--- config.mk ---
export PLATFORM = sky130hd
export DESIGN_NAME = gpio_irq_ctrl
export DESIGN_NICKNAME = d
export VERILOG_FILES = /design/src/rtl/gpio_irq_pkg.sv /design/src/rtl/gpio_sync.sv /design/src/rtl/gpio_trig.sv /design/src/rtl/gpio_regs.sv /design/src/rtl/gpio_irq_ctrl.sv
export SDC_FILE = /design/constraint.sdc
export NUM_CORES = 1
export LEC_CHECK = 0
export ABC_AREA = 1
export BUFFER_PORTS_ARGS = -buffer_cell sky130_fd_sc_hd__buf_2
export CORE_MARGIN = 5
export CORE_UTILIZATION = 50
export CTS_CLUSTER_SIZE = 30
export DETAILED_ROUTE_END_ITERATION = 10
export PLACE_DENSITY = 0.71
export SLEW_MARGIN = 20
export SYNTH_ARGS = -nofsm -noshare
export SYNTH_HDL_FRONTEND = slang
export SYNTH_HIERARCHICAL = 1
export SYNTH_SLANG_ARGS = --single-unit
export TNS_END_PERCENT = 1
--- constraint.sdc ---
create_clock -name clk -period 3.9 [get_ports clk]
set_input_delay 0.585 -clock clk [delete_from_list [all_inputs] [get_ports clk]]
set_output_delay 0.585 -clock clk [all_outputs]
set_load 0.05 [all_outputs]
--- src/rtl/gpio_irq_pkg.sv ---
package gpio_irq_pkg;
  localparam int DATA_W = 32;
  localparam int ADDR_W = 4;
  localparam int FIELD_W = 4;
  localparam int CODE_W = 3;
  localparam int PINS_PER_MODE_REG = 8;

  typedef enum logic [CODE_W-1:0] {
    TRG_FALL = 3'd0,
    TRG_RISE = 3'd1,
    TRG_LOW  = 3'd2,
    TRG_HIGH = 3'd3,
    TRG_BOTH = 3'd4
  } trg_mode_e;

  localparam logic [ADDR_W-1:0] A_IEN   = 4'd0;
  localparam logic [ADDR_W-1:0] A_STAT  = 4'd1;
  localparam logic [ADDR_W-1:0] A_MSTAT = 4'd2;
  localparam logic [ADDR_W-1:0] A_CLR   = 4'd3;
  localparam logic [ADDR_W-1:0] A_MSET  = 4'd4;
  localparam logic [ADDR_W-1:0] A_MCLR  = 4'd5;
  localparam logic [ADDR_W-1:0] A_OUT   = 4'd6;
  localparam logic [ADDR_W-1:0] A_IN    = 4'd7;
  localparam logic [ADDR_W-1:0] A_DIR   = 4'd8;
  localparam logic [ADDR_W-1:0] A_MODE0 = 4'd9;
  localparam logic [ADDR_W-1:0] A_MODE1 = 4'd10;
  localparam logic [ADDR_W-1:0] A_USE   = 4'd14;
  localparam logic [ADDR_W-1:0] A_SRST  = 4'd15;
endpackage

--- src/rtl/gpio_sync.sv ---
module gpio_sync #(
  parameter int W = 12
) (
  input  logic         clk,
  input  logic         rst_n,
  input  logic [W-1:0] async_in,
  output logic [W-1:0] sync_out
);
  logic [W-1:0] meta_q;

  always_ff @(posedge clk or negedge rst_n) begin
    if (!rst_n) begin
      meta_q   <= '0;
      sync_out <= '0;
    end else begin
      meta_q   <= async_in;
      sync_out <= meta_q;
    end
  end
endmodule

--- src/rtl/gpio_trig.sv ---
module gpio_trig
  import gpio_irq_pkg::*;
(
  input  logic              clk,
  input  logic              rst_n,
  input  logic              lvl,
  input  logic [CODE_W-1:0] mode,
  output logic              hit
);
  logic prev_q;

  always_ff @(posedge clk or negedge rst_n) begin
    if (!rst_n) prev_q <= 1'b0;
    else        prev_q <= lvl;
  end

  always_comb begin
    case (mode)
      TRG_FALL: hit = prev_q & ~lvl;
      TRG_RISE: hit = ~prev_q & lvl;
      TRG_LOW:  hit = ~lvl;
      TRG_HIGH: hit = lvl;
      TRG_BOTH: hit = prev_q ^ lvl;
      default:  hit = 1'b0;
    endcase
  end
endmodule

--- src/rtl/gpio_regs.sv ---
module gpio_regs
  import gpio_irq_pkg::*;
#(
  parameter int N = 12
) (
  input  logic                clk,
  input  logic                rst_n,
  input  logic                we,
  input  logic [ADDR_W-1:0]   addr,
  input  logic [DATA_W-1:0]   wdata,
  input  logic [N-1:0]        pin_lvl,
  input  logic [N-1:0]        hit,
  output logic [DATA_W-1:0]   rdata,
  output logic [N-1:0]        ien_q,
  output logic [N-1:0]        status_q,
  output logic [N-1:0]        mask_q,
  output logic [N-1:0]        out_q,
  output logic [N-1:0]        dir_q,
  output logic [CODE_W*N-1:0] mode_q,
  output logic                srst_q
);
  logic [N-1:0] use_q;
  logic [N-1:0] wbits;
  logic [N-1:0] clr_bits;
  logic         unused_wdata;

  assign wbits        = wdata[N-1:0];
  assign clr_bits     = (we && addr == A_CLR) ? wbits : '0;
  assign unused_wdata = ^wdata;

  always_ff @(posedge clk or negedge rst_n) begin
    if (!rst_n) begin
      srst_q   <= 1'b0;
      ien_q    <= '0;
      status_q <= '0;
      mask_q   <= '1;
      out_q    <= '0;
      dir_q    <= '0;
      use_q    <= '0;
      mode_q   <= '0;
    end else begin
      if (we && addr == A_SRST) srst_q <= wdata[0];
      if (srst_q) begin
        ien_q    <= '0;
        status_q <= '0;
        mask_q   <= '1;
        out_q    <= '0;
        dir_q    <= '0;
        use_q    <= '0;
        mode_q   <= '0;
      end else begin
        status_q <= (status_q & ~clr_bits) | (hit & ien_q);
        if (we) begin
          case (addr)
            A_IEN:   ien_q  <= wbits;
            A_MSET:  mask_q <= mask_q | wbits;
            A_MCLR:  mask_q <= mask_q & ~wbits;
            A_OUT:   out_q  <= wbits;
            A_DIR:   dir_q  <= wbits;
            A_USE:   use_q  <= wbits;
            default: ;
          endcase
        end
        for (int i = 0; i < N; i++) begin
          if (we && addr == ((i < PINS_PER_MODE_REG) ? A_MODE0 : A_MODE1))
            mode_q[CODE_W*i +: CODE_W] <=
              wdata[FIELD_W*(i % PINS_PER_MODE_REG) +: CODE_W];
        end
      end
    end
  end

  always_comb begin
    rdata = '0;
    case (addr)
      A_IEN:   rdata[N-1:0] = ien_q;
      A_STAT:  rdata[N-1:0] = status_q;
      A_MSTAT: rdata[N-1:0] = status_q & ~mask_q;
      A_MSET:  rdata[N-1:0] = mask_q;
      A_MCLR:  rdata[N-1:0] = mask_q;
      A_OUT:   rdata[N-1:0] = out_q;
      A_IN:    rdata[N-1:0] = pin_lvl;
      A_DIR:   rdata[N-1:0] = dir_q;
      A_USE:   rdata[N-1:0] = use_q;
      A_SRST:  rdata[0]     = srst_q;
      default: ;
    endcase
    for (int i = 0; i < N; i++) begin
      if (addr == ((i < PINS_PER_MODE_REG) ? A_MODE0 : A_MODE1))
        rdata[FIELD_W*(i % PINS_PER_MODE_REG) +: CODE_W] =
          mode_q[CODE_W*i +: CODE_W];
    end
  end
endmodule

--- src/rtl/gpio_irq_ctrl.sv ---
module gpio_irq_ctrl
  import gpio_irq_pkg::*;
#(
  parameter int N = 12
) (
  input  logic              clk,
  input  logic              rst_n,
  input  logic              reg_we,
  input  logic [ADDR_W-1:0] reg_addr,
  input  logic [DATA_W-1:0] reg_wdata,
  output logic [DATA_W-1:0] reg_rdata,
  input  logic [N-1:0]      pin_in,
  output logic [N-1:0]      pin_out,
  output logic [N-1:0]      pin_oe,
  output logic              irq
);
  logic [N-1:0]        lvl;
  logic [N-1:0]        hit;
  logic [N-1:0]        ien_q;
  logic [N-1:0]        status_q;
  logic [N-1:0]        mask_q;
  logic [N-1:0]        out_q;
  logic [N-1:0]        dir_q;
  logic [CODE_W*N-1:0] mode_q;
  logic                srst_q;

  gpio_sync #(.W(N)) u_sync (
    .clk(clk), .rst_n(rst_n), .async_in(pin_in), .sync_out(lvl)
  );

  for (genvar g = 0; g < N; g++) begin : g_pin
    gpio_trig u_trig (
      .clk(clk), .rst_n(rst_n), .lvl(lvl[g]),
      .mode(mode_q[CODE_W*g +: CODE_W]), .hit(hit[g])
    );
  end

  gpio_regs #(.N(N)) u_regs (
    .clk(clk), .rst_n(rst_n), .we(reg_we), .addr(reg_addr),
    .wdata(reg_wdata), .pin_lvl(lvl), .hit(hit), .rdata(reg_rdata),
    .ien_q(ien_q), .status_q(status_q), .mask_q(mask_q), .out_q(out_q),
    .dir_q(dir_q), .mode_q(mode_q), .srst_q(srst_q)
  );

  assign pin_out = out_q;
  assign pin_oe  = dir_q;
  assign irq     = |(status_q & ~mask_q);
endmodule

# Word level (Yosys, flattened, before mapping)
# Index checks and enable logic that the tools add are counted.
word_totals:
  reg_bits: 145
  input_bits: 51
  wordCells: 240
classes:
  eq_ne: 60
  n_mux: 56
  bitwise: 69
  n_reduce_logical: 32
ops:
  columns: ["op", "count"]
  rows:
  - ["two-way mux 12 bit", 16]
  - ["one-hot mux 11 bit (8 select lines)", 1]
  - ["equality test 3 x 2 -> 1 bit, second input constant", 24]
  - ["two-way mux 3 bit", 24]
  - ["one-hot mux 1 bit (5 select lines)", 12]
  - ["bitwise AND 12 bit", 4]
  - ["equality test 3 x 1 -> 1 bit, second input constant", 12]
  - ["equality test 3 bit, second input constant", 12]
  - ["logical NOT 3 bit", 12]
  - ["two-way mux 36 bit", 1]
  - ["inverter 12 bit", 3]
  - ["bitwise AND 1 bit", 24]
  - ["inverter 1 bit", 24]
  - ["OR 12 bit", 2]
  - ["one-hot mux 12 bit (2 select lines)", 1]
  - ["equality test 4 bit, second input constant", 5]
  - ["equality test 4 x 3 -> 1 bit, second input constant", 4]
  - ["nonzero test 2 bit", 7]
  - ["OR reduction 12 bit", 1]
  - ["XOR 1 bit", 12]
  - ["AND reduction 2 bit", 5]
  - ["one-hot mux 1 bit (9 select lines)", 1]
  - ["equality test 4 x 2 -> 1 bit, second input constant", 2]
  - ["equality test 4 x 1 -> 1 bit, second input constant", 1]
  - ["other kinds (4)", 7]

# Depth between registers and ports, before layout
# Gate-level depths: netlist (run 1).
logic_depth:
  ltp_word: 7
  ltp_mapped: 10
  ltp_nobuf: 10

# Hierarchy
# Netlist (run 1), hierarchy kept.
by_module_without_submodules:
  columns: ["mod", "instances", "cells_per_inst", "area_each_um2"]
  rows:
  - ["gpio_regs", 1, 770, 5656.7]
  - ["gpio_trig", 12, 21, 121.4]
  - ["gpio_sync", 1, 24, 600.6]
  - ["gpio_irq_ctrl", 1, 33, 126.4]

# Worst setup path after synthesis (run 1)
# OpenSTA, ideal clock, no wires.
synth_timing:
  kind: "input to output"
  from: "in reg_addr[1]"
  to: "out reg_rdata[16]"
  t_arrival_ns: 1.796
  required_ns: 3.315
  path_slack_ns: 1.519
  path_stages: 6
  cell_sequence: "inv_2 nand2_1 inv_2 nand2_4 clkbuf_1 nor2_1"
synth_via:
  elab_chain_len: 2
synth_lines:
  columns: ["element", "line_no", "source"]
  rows:
  - ["from (decl)", "gpio_irq_ctrl.sv:9", "input logic [ADDR_W-1:0] reg_addr,"]
  - ["equality test 4 bit", "gpio_regs.sv:89", "if (addr == ((i < PINS_PER_MODE_REG) ? A_MODE0 : A_MODE1))"]
  - ["two-way mux 3 bit", "gpio_regs.sv:89", null]
  - ["to (decl)", "gpio_irq_ctrl.sv:11", "output logic [DATA_W-1:0] reg_rdata,"]
# Every way passes these cells.

# Final worst setup path (run 1)
layout_timing:
  from: "in reg_addr[1]"
  to: "out reg_rdata[6]"
layout_via:
  elab_chain_len: 5
  word_cells_on_any_way: 15
  cone_classes: "eq/ne: 10; mux: 3; reduce/logical: 2"
layout_lines:
  columns: ["element", "line_no", "source"]
  rows:
  - ["equality test 4 x 3 -> 1 bit", "gpio_regs.sv:75", "case (addr)"]
  - ["OR reduction 2 bit (no line)", null, null]
  - ["one-hot mux 11 bit (8 select lines)", "gpio_regs.sv:75", null]
  - ["two-way mux 3 bit", "gpio_regs.sv:89", null]
  - ["two-way mux 3 bit (*)", "gpio_regs.sv:89", null]
# Every way passes the cells marked *; elsewhere a longest branch is shown, timed or not.

==> results of run 1 <==
## metal layers
metal,part of all wire [%],track usage (%)
met4,1.4,6.49
met5,0,0
met1,45,34.2
met2,45,35.5
met3,8.9,6.65
## critical path, stage by stage
cell and delay, ns:
buf_2 0.13, inv_2 0.05, nand2_1 0.11, inv_2 0.12, nand2_4 0.24, clkinv_1 0.39
nand2_1 0.16, nand4_1 0.16, buf_2 0.26
## cell usage after synthesis (2+ instances only)
| cell type | count | area, um2 |
|---|---|---|
| ha_1 | 24 | 300 |
| nor2_2 | 3 | 18.8 |
| buf_4 | 10 | 75.1 |
| nand2_1 | 327 | 1230 |
| inv_1 | 180 | 676 |
| o2bb2ai_1 | 2 | 17.5 |
| nor2_1 | 91 | 342 |
| dfrtp_1 | 133 | 3330 |
| nand4_1 | 9 | 56.3 |
| o21ai_1 | 24 | 120 |
| o21ai_4 | 3 | 48.8 |
| o22ai_1 | 3 | 18.8 |
| buf_2 | 18 | 90.1 |
| nand2_2 | 4 | 25.0 |
| inv_2 | 19 | 71.3 |
| dfstp_2 | 12 | 315 |
| clkbuf_1 | 9 | 33.8 |
| nand3_1 | 85 | 425 |
| o21ai_0 | 98 | 490 |
| a21oi_1 | 18 | 90.1 |
## final cells by class
cell class | instances | area share, %
Multi-Input combinational cell | 701 | 35.9
Clock inverter | 12 | 1.46
Timing Repair Buffer | 107 | 6.38
Inverter | 200 | 8.27
Tap cell | 211 | 2.91
Sequential cell | 145 | 40.1
Clock buffer | 19 | 4.88
## worst max path at each step
stage / start / slack, ns / endpoint
after global routing: reg_addr[2] / 0.94 / reg_rdata[3]
final: reg_addr[1] / 1.09 / reg_rdata[6]
after global placement: reg_addr[2] / 1.12 / reg_rdata[3]
after floorplan: reg_addr[1] / 1.52 / reg_rdata[16]
after detailed placement: reg_addr[2] / 1.11 / reg_rdata[3]
after CTS: reg_addr[2] / 1.11 / reg_rdata[3]
## stage by stage
step,cell area [um2],setup WS [ns]
after detailed placement,8500,1.11
final,9070,1.09
after global placement,8500,1.12
after floorplan,7860,1.52
after CTS,9070,1.11
after global routing,9070,0.940
## registers in the layout (all words and copies together), names as in the netlist
name / flops
g_pin.u_trig/prev_q: 12
u_sync/sync_out: 12
u_regs/mask_q: 12
u_regs/ien_q: 12
u_regs/dir_q: 12
u_regs/srst_q: 1
u_sync/meta_q: 12
u_regs/status_q: 12
u_regs/use_q: 12
u_regs/mode_q: 36
u_regs/out_q: 12
## cells by family after synthesis
family | count (synthesis) | synth area share (%)
and+or+nand+nor | 521 | 27.1
other | 1 | 0.0478
DFF | 145 | 46.5
buffers and inverters | 237 | 12.1
AOI/OAI and AO/OA | 151 | 10.4
adders and majority gates | 24 | 3.83
## report_power, final
group	switching [W]	total (W)	internal [W]	leakage [nW]
combinational	0.00115	0.00154	0.000391	2.72
clock	0.000647	0.00160	0.000955	0.276
sequential	0.000265	0.00209	0.00182	1.81
==> key figures, run 1 <==
Outcome
  – Status: complete, no violations

STA
  – Max Clock Skew: 0.0150 ns
  – Final Max Tran Viols: 0
  – RSZ-0062 raised after global routing: no
  – Final Hold Vio Count: 0
  – Peak Freq: between 300 and 400 MHz
  – Setup tns final: 0 ns
  – Worst rel slew slack: 31.6%
  – Actual slew at the worst max-slew pin: ~1.0 ns
  – Post-layout min period: 2.81 ns
  – Final period util: 72.0%
  – Final Setup Violations: 0
  – WHS: 0.177 ns

Final layout
  – Most frequent cells in the layout: 327 x nand2_1, 180 x inv_1, 133 x dfrtp_1
  – Area of the multi-input gates: approximately 0.0033 mm2
  – FF/Latch Area: around 0.0036 mm2
  – Commonest non-fill, non-tap cell in the layout: nand2_1
  – ANT cells: 0
  – Fin util: between 50% and 60%
  – Fin cells: 1395
  – Proportion of layout cells with a drive suffix above 1: 15.4%
  – Final #Nets: ~1200
  – Filler Cell Count: 1446
  – Layout area overhead: 15.8%

Worst setup path
  – Kind of critical path: in -> out
  – Worst Setup Start Kind: input port
  – Reg2reg start: u_regs/srst_q$_DFFE_PN0P_
  – Worst Path Required: 3.31 ns
  – Worst Setup End Kind: output port
  – Max FO, Critical Path: 18
  – Reg-to-reg critical path endpoint: u_regs/dir_q[3]$_DFFE_PN0P_
  – Reg2Reg Depth: 5
  – R2r setup slk: about 2.1 ns
  – WP data arrival: 2.22 ns

Logic synthesis
  – Register area share after synthesis: ~46%
  – Cell area after synthesis: 0.00784 mm2
  – Ys async rst share: 100%
  – Post-synth top flop: dfrtp_1
  – Syn_area_per_cell: 7.27 um2
  – Post-synth cell types: 27
  – Synthesized netlist cell count: 1079
  – Synth Register Bits: 145
  – YS warnings: 6
  – Post-synth EDFFs: 0

Power
  – Maximum vdd ir drop: 0.367 mV
  – Leakage: between 4 and 5 nW
  – PwrDens: 576 mW/mm2
  – Power Total: 0.00523 W

Global route
  – Number of global-route vias before repair: between 6000 and 7000
  – Initial antenna violation count: 0
  – First-pass GRT wire length: about 34000 um
  – Largest net degree at the start of global routing: 77
  – Remaining Overflow, GRT: 0
  – Overall routing resource usage: 23.8%

Drt
  – Drt total wl: ~21000 um
  – DR DRC count: 0
  – Drt wl/cell: 14.9 um
  – Via density: 5.05
  – Vias: roughly 7000
  – TritonRoute pass-1 iters: 6
  – Starting DRT DRC Count: just under 700
  – DRT antenna net count: 0

CTS
  – Clk pin slew, worst setup/hold paths: 0.06 ns
  – H-tree depth: 4
  – Post_cts resized: 0
  – CTS tree: built
  – Hold Buf Count CTS: 0
  – CTS buffer count: 17
  – Root buffer cell: clkbuf_16
  – Setup Buffers After CTS: 0
  – Later-pin clock latency in the skew report: 0.43 ns
  – Clock Tree Buf Depth: 2
  – CTS Sinks: 145

Die
  – Die area: roughly 0.018 mm2
  – # IOs: 108
  – Die width: 135 um
  – Rows: 45
  – Core ar.: 0.0153 mm2
  – Initial Util: between 50% and 60%
  – Die Height: 135 um

Placed design
  – Placed cells: 1364
  – Port Buffer Count: 97
  – Placed wire-length estimate: ~15000 um
  – GPL Wtd Cong: 0.875

Run
  – Max Cap Violations: 0

Hold path
  – Min-delay worst type: in -> async
No activity file was read; power rests on OpenSTA's default activity.
==> inputs of run 2 (changes only) <==
--- a/config.mk
+++ b/config.mk
@@ -11,7 +11,7 @@
 export CORE_UTILIZATION = 50
 export CTS_CLUSTER_SIZE = 30
 export DETAILED_ROUTE_END_ITERATION = 10
-export PLACE_DENSITY = 0.71
+export PLACE_DENSITY = 0.74
 export SLEW_MARGIN = 20
 export SYNTH_ARGS = -nofsm -noshare
 export SYNTH_HDL_FRONTEND = slang
==> constraint.sdc (replaced) <==
create_clock -name clk -period 2.3 [get_ports clk]
set_input_delay 0.345 -clock clk [delete_from_list [all_inputs] [get_ports clk]]
set_output_delay 0.345 -clock clk [all_outputs]
set_load 0.05 [all_outputs]
==> key figures, run 2 (same netlist as run 1, synthesis figures left out) <==
Global route
  – Largest net degree at the start of global routing: 55 (was 77)
  – Number of global-route vias before repair: 6662 (was 6576)
  – Remaining Overflow, GRT: 0 (unchanged)
  – Initial antenna violation count: 0 (unchanged)
  – Overall routing resource usage: 23.3% (was 23.8%)
  – First-pass GRT wire length: 33500 um (was 34000 um)

Drt
  – Starting DRT DRC Count: 615 (was 693)
  – Drt total wl: 20500 um (was 20800 um)
  – Vias: 7092 (was 7048)
  – Via density: 5.03 (was 5.05)
  – DRT antenna net count: 0 (unchanged)
  – Drt wl/cell: 14.5 um (was 14.9 um)
  – TritonRoute pass-1 iters: 5 (was 6)
  – DR DRC count: 0 (unchanged)

Final layout
  – FF/Latch Area: 0.00364 mm2 (unchanged)
  – Filler Cell Count: 1439 (was 1446)
  – Commonest non-fill, non-tap cell in the layout: nand2_1 (unchanged)
  – Fin util: 60.1% (was 59.3%)
  – Final #Nets: 1260 (was 1247)
  – Layout area overhead: 17.4% (was 15.8%)
  – Largest register FFs: 36 (unchanged)
  – Reg with most FFs: u_regs/mode_q (unchanged)
  – Most frequent cells in the layout: 327 x nand2_1, 180 x inv_1, 133 x dfrtp_1 (unchanged)
  – Area of the multi-input gates: 0.00326 mm2 (unchanged)
  – Fin cells: 1410 (was 1395)
  – Proportion of layout cells with a drive suffix above 1: 16.4% (was 15.4%)

Hold path
  – Min-delay worst type: in -> reg (was in -> async)

Worst setup path
  – Worst Setup End Kind: output port (unchanged)
  – WP data arrival: 1.80 ns (was 2.22 ns)
  – Reg2Reg Depth: 4 (was 5)
  – Critical path origin: u_regs/mask_q[4]$_DFFE_PN1P_ (was reg_addr[1])
  – Kind of critical path: reg -> out (was in -> out)
  – Reg2reg start: u_regs/srst_q$_DFFE_PN0P_ (unchanged)
  – Worst Path Required: 1.96 ns (was 3.31 ns)
  – R2r setup slk: 0.70 ns (was 2.08 ns)
  – Worst setup path end: reg_rdata[4] (was reg_rdata[6])
  – Reg-to-reg critical path endpoint: u_regs/ien_q[11]$_DFFE_PN0P_ (was u_regs/dir_q[3]$_DFFE_PN0P_)
  – Worst Setup Start Kind: flip-flop (was input port)
  – Max FO, Critical Path: 4 (was 18)

CTS
  – Root buffer cell: clkbuf_16 (unchanged)
  – Setup Buffers After CTS: 0 (unchanged)
  – CTS Sinks: 145 (unchanged)
  – Clock Tree Buf Depth: 2 (unchanged)
  – Clk pin slew, worst setup/hold paths: 0.06 ns (about the same)
  – H-tree depth: 4 (unchanged)
  – CTS tree: built (unchanged)
  – Post_cts resized: 0 (unchanged)
  – CTS buffer count: 17 (unchanged)
  – Later-pin clock latency in the skew report: 0.43 ns (about the same)

Die
  – Rows: 45 (unchanged)
  – Die width: 135 um (unchanged)
  – Die area: 0.0183 mm2 (unchanged)
  – Core ar.: 0.0153 mm2 (unchanged)
  – # IOs: 108 (unchanged)
  – Die Height: 135 um (unchanged)
  – Initial Util: 51.2% (unchanged)

Run
  – Max Cap Violations: 0 (unchanged)

Outcome
  – Status: complete, no violations (unchanged)

STA
  – Final Max Tran Viols: 0 (unchanged)
  – Post-layout min period: 2.15 ns
  – Final period util: between 90% and 100%
  – Peak Freq: 466 MHz
  – Setup tns final: 0 ns (unchanged)
  – Final Setup Violations: 0 (unchanged)
  – RSZ-0062 raised after global routing: no (unchanged)
  – Max Clock Skew: 0.00656 ns (was 0.0150 ns)
  – Worst rel slew slack: 58.5% (was 31.6%)
  – Actual slew at the worst max-slew pin: 0.620 ns (was 1.03 ns)
  – Final Hold Vio Count: 0 (unchanged)

Placed design
  – Placed cells: 1376 (was 1364)
  – Port Buffer Count: 97 (unchanged)
  – Placed wire-length estimate: 14700 um (was 14600 um)
  – GPL Wtd Cong: 0.869 (was 0.875)

Power
  – Maximum vdd ir drop: 0.574 mV (was 0.367 mV)
  – PwrDens: 969 mW/mm2 (was 576 mW/mm2)
  – Leakage: 4.89 nW (was 4.81 nW)
run 2: changes by cell type in the layout (fill, tap and decap cells not counted), sizes merged:
cell / previous run / this run
buf: 107 / 119
inv: 201 / 200
clkinvlp: 3 / 2
dlygate4sd3: 0 / 1
clkinv: 6 / 10
diode: 0 / 1
clkbuf: 19 / 18
run 2: where the power goes:
part	internal [W]	leakage, nW	switching (W)	total, W
Sequential	0.00309	1.81	0.000464	0.00355
Combinational	0.000715	2.80	0.00194	0.00265
Clock	0.00162	0.286	0.00110	0.00272
run 2: layout make-up:
cell class	count	area share, %
Inverter	200	8.15
Clock buffer	18	4.77
Clock inverter	14	1.52
Tap cell	211	2.87
Antenna cell	1	0.0272
Multi-Input combinational cell	701	35.4
Sequential cell	145	39.6
Timing Repair Buffer	120	7.65
run 2: what timing repair did:
action	4_1_cts	5_1_grt
hold endpoints to repair	52	0
hold buffers	1	0
setup endpoints to repair	0	0
run 2: through the flow:
stage                     hold WS (ns)  area (um2)  setup WS (ns)  total power (W)
after detailed placement         0.336        8610          0.242          0.00621
after global placement           0.332        8610          0.253          0.00614
after global routing           0.00335        9200         0.0571          0.00943
after floorplan                 0.0494        7860          0.399          0.00538
final                           0.0191        9210          0.152          0.00892
after CTS                      0.00550        9200          0.190          0.00894
run 2: worst min path at each step:
stage          cells after the start                               end                   startpoint  slack (ns)
6_report                           1        u_sync/meta_q[4]$_DFF_PN0_                    pin_in[4]        0.02
5_1_grt                            1        u_sync/meta_q[0]$_DFF_PN0_                    pin_in[0]       0.003
3_5_place_dp                       1        u_sync/meta_q[4]$_DFF_PN0_                        rst_n        0.34
2_1_floorplan                      0  g_pin[0].u_trig/prev_q$_DFF_PN0_                        rst_n        0.05
3_3_place_gp                       0     u_sync/sync_out[11]$_DFF_PN0_  u_sync/meta_q[11]$_DFF_PN0_        0.33
4_1_cts                            1        u_sync/meta_q[3]$_DFF_PN0_                    pin_in[3]       0.005
run 2: per-layer routing:
layer / track usage [%] / wire length (um)
met5: 0 / 0
met4: 5.82 / 193
met3: 5.50 / 1500
met2: 35.9 / 9250
met1: 33.3 / 9550
run 2: critical path, cell delays in order (launching register included):
cell and delay, ns:
dfstp_2 0.55, nor2_1 0.05, nand2_1 0.05, nand2_1 0.06, nor2_1 0.23, nand4_1 0.18
buf_2 0.25
==> inputs of run 3 (changes only) <==
--- a/config.mk
+++ b/config.mk
@@ -9,10 +9,11 @@
 export BUFFER_PORTS_ARGS = -buffer_cell sky130_fd_sc_hd__buf_2
 export CORE_MARGIN = 5
 export CORE_UTILIZATION = 50
-export CTS_CLUSTER_SIZE = 30
+export CTS_CLUSTER_SIZE = 20
 export DETAILED_ROUTE_END_ITERATION = 10
+export GPL_TIMING_DRIVEN = 0
 export PLACE_DENSITY = 0.74
-export SLEW_MARGIN = 20
+export SLEW_MARGIN = 10
 export SYNTH_ARGS = -nofsm -noshare
 export SYNTH_HDL_FRONTEND = slang
 export SYNTH_HIERARCHICAL = 1
==> key figures, run 3 (same netlist as run 1, synthesis figures left out) <==
Global route
  – First-pass GRT wire length: 35400 um (was 33500 um)
  – Largest net degree at the start of global routing: 81 (was 55)
  – Overall routing resource usage: 25.0% (was 23.3%)
  – Remaining Overflow, GRT: 0 (unchanged)
  – Initial antenna violation count: 0 (unchanged)
  – Number of global-route vias before repair: 6799 (was 6662)

Final layout
  – Layout area overhead: 17.9% (was 17.4%)
  – Commonest non-fill, non-tap cell in the layout: nand2_1 (unchanged)
  – Reg with most FFs: u_regs/mode_q (unchanged)
  – ANT cells: 0 (was 1)
  – Final #Nets: 1276 (was 1260)
  – Proportion of layout cells with a drive suffix above 1: 16.8% (was 16.4%)
  – Most frequent cells in the layout: 327 x nand2_1, 180 x inv_1, 133 x dfrtp_1 (unchanged)
  – Largest register FFs: 36 (unchanged)

Worst setup path
  – Worst path slowest cell: buf_2 (was dfstp_2)
  – Worst Setup End Kind: output port (unchanged)
  – Kind of critical path: in -> out (was reg -> out)
  – Critical Path, Cell by Cell: buf_2 > inv_1 > nand2_2 > nor2_1 > buf_2 > nand2_1 > o21ai_0 > nor2_1 > nand2_1 > buf_2 (was nor2_1 > nand2_1 > nand2_1 > nor2_1 > nand4_1 > buf_2)
  – Top delay family on crit path: buffers and inverters (was simple AND/OR/NAND/NOR gates)
  – Biggest cell delay along the critical path: 0.32 ns (was 0.55 ns)
  – Worst Path Required: 1.96 ns (about the same)
  – Crit path top cell by count: buf_2
  – Reg-to-reg critical path endpoint: u_regs/mode_q[14]$_DFFE_PN0P_ (was u_regs/ien_q[11]$_DFFE_PN0P_)
  – Reg2Reg Depth: 5 (was 4)
  – Reg2reg start: u_regs/srst_q$_DFFE_PN0P_ (unchanged)
  – Max FO, Critical Path: 10 (was 4)
  – Worst Setup Start Kind: input port (was flip-flop)
  – WP data arrival: 1.91 ns (was 1.80 ns)
  – CP bufs+invs: 4 (was 1)
  – R2r setup slk: 0.51 ns (was 0.70 ns)

STA
  – Actual slew at the worst max-slew pin: 0.622 ns (was 0.620 ns)
  – WHS: 0.0194 ns (was 0.0191 ns)
  – Post-layout min period: 2.26 ns (was 2.15 ns)
  – Final Hold Vio Count: 0 (unchanged)
  – Worst rel slew slack: 58.3% (was 58.5%)
  – Final Max Tran Viols: 0 (unchanged)
  – Final period util: 98.0% (was 93.4%)
  – Peak Freq: 443 MHz (was 466 MHz)
  – Setup tns final: 0 ns (unchanged)
  – RSZ-0062 raised after global routing: yes (was no)
  – Max Clock Skew: 0.00595 ns (was 0.00656 ns)
  – Final Setup Violations: 0 (unchanged)

Drt
  – DR DRC count: 0 (unchanged)
  – Drt wl/cell: 15.6 um (was 14.5 um)
  – DRT antenna net count: 0 (unchanged)
  – Drt total wl: 22200 um (was 20500 um)
  – TritonRoute pass-1 iters: 6 (was 5)
  – Starting DRT DRC Count: 868 (was 615)
  – Vias: 7341 (was 7092)
  – Via density: 5.15 (was 5.03)

Die
  – Initial Util: 51.2% (unchanged)
  – Die Height: 135 um (unchanged)
  – Rows: 45 (unchanged)
  – # IOs: 108 (unchanged)
  – Die width: 135 um (unchanged)
  – Core ar.: 0.0153 mm2 (unchanged)
  – Die area: 0.0183 mm2 (unchanged)

CTS
  – Setup Buffers After CTS: 0 (unchanged)
  – Clk pin slew, worst setup/hold paths: 0.06 ns (about the same)
  – Root buffer cell: clkbuf_16 (unchanged)
  – Clock Tree Buf Depth: 2 (unchanged)
  – CTS buffer count: 17 (unchanged)
  – CTS tree: built (unchanged)
  – H-tree depth: 4 (unchanged)
  – Later-pin clock latency in the skew report: 0.43 ns (about the same)
  – CTS Sinks: 145 (unchanged)

Hold path
  – Hold EP: u_sync/meta_q[1]$_DFF_PN0_ (was u_sync/meta_q[4]$_DFF_PN0_)
  – Cell count of the worst hold path: 1 (unchanged)
  – Min-delay worst type: in -> reg (unchanged)
  – Worst hold start: pin_in[1] (was pin_in[4])

Placed design
  – Port Buffer Count: 97 (unchanged)
  – Placed wire-length estimate: 16200 um (was 14700 um)
  – GPL Wtd Cong: 0.918 (was 0.869)

Power
  – PwrDens: 979 mW/mm2 (was 969 mW/mm2)
  – Maximum vdd ir drop: 0.676 mV (was 0.574 mV)
  – Leakage: 4.92 nW (was 4.89 nW)

Outcome
  – Status: complete, no violations (unchanged)

Run
  – Max Cap Violations: 0 (unchanged)
==> run 3: changes by cell type in the layout (fill, tap and decap cells not counted), sizes merged <==
| cell | delta |
|---|---|
| clkbuf | +10 |
| buf | +8 |
| inv | +1 |
| clkinvlp | +2 |
| diode | -1 |
| clkinv | -5 |
==> run 3: worst register-to-register path: stages (launching register included) <==
cell,delay (ns)
dfrtp_1,0.46
inv_2,0.19
buf_2,0.26
clkbuf_1,0.50
nand3_1,0.16
o21ai_0,0.12
==> run 3: report_power, final <==
| part | leakage, nW | switching [W] | internal [W] | total (W) |
|---|---|---|---|---|
| registers | 1.81 | 0.000474 | 0.00309 | 0.00356 |
| clock network | 0.277 | 0.00111 | 0.00163 | 0.00274 |
| logic | 2.83 | 0.00203 | 0.000715 | 0.00275 |
==> run 3: stage by stage <==
| step | std cells | util [%] | setup slack [ns] | instance area [um2] | power [W] |
|---|---|---|---|---|---|
| floorplan | 1083 | - | 0.399 | 7860 | 0.00538 |
| global placement | 1391 | 56.2 | -1.23 | 8600 | 0.00622 |
| detailed placement | 1392 | 56.4 | -0.0439 | 8640 | 0.00628 |
| CTS | 1425 | 60.3 | 0.0764 | 9230 | 0.00904 |
| global route | 1425 | 60.4 | -0.00834 | 9250 | 0.00951 |
| finish | 1425 | 60.4 | 0.0449 | 9250 | 0.00905 |
==> run 3: final cells by class <==
type,count,area (um2)
Buffer,37,204
Clock buffer,20,447
Clock inverter,12,133
Fill cell,1418,6070
Inverter,200,754
Multi-Input combinational cell,701,3270
Sequential cell,145,3640
Tap cell,211,264
Timing Repair Buffer,99,533
==> run 3: per-layer routing <==
metal / routed length [um] / vias to the layer above / track usage [%] / part of all wire [%]
li1: - / 3544 / - / -
met1: 9780 / 3422 / 34.5 / 44
met2: 9950 / 338 / 39.0 / 45
met3: 2030 / 37 / 6.76 / 9.2
met4: 408 / 0 / 6.77 / 1.8
met5: 0 / - / 0 / 0
==> run 3: worst max path at each step <==
stage                      startpoint                             to  cells after the start
after global routing      reg_addr[0]                   reg_rdata[1]                     10
after floorplan           reg_addr[1]                  reg_rdata[16]                      6
after CTS                 reg_addr[3]                   reg_rdata[6]                     10
after global placement          rst_n  u_regs/status_q[10]$_DFF_PN0_                      1
final                     reg_addr[0]                   reg_rdata[3]                     10
after detailed placement  reg_addr[1]                   reg_rdata[6]                      9
==> run 3: what timing repair did <==
action	CTS	global route
gates resized for setup	3	6
endpoints found under the setup margin	3	8
hold buffers	1	0
endpoints found under the hold margin	65	0
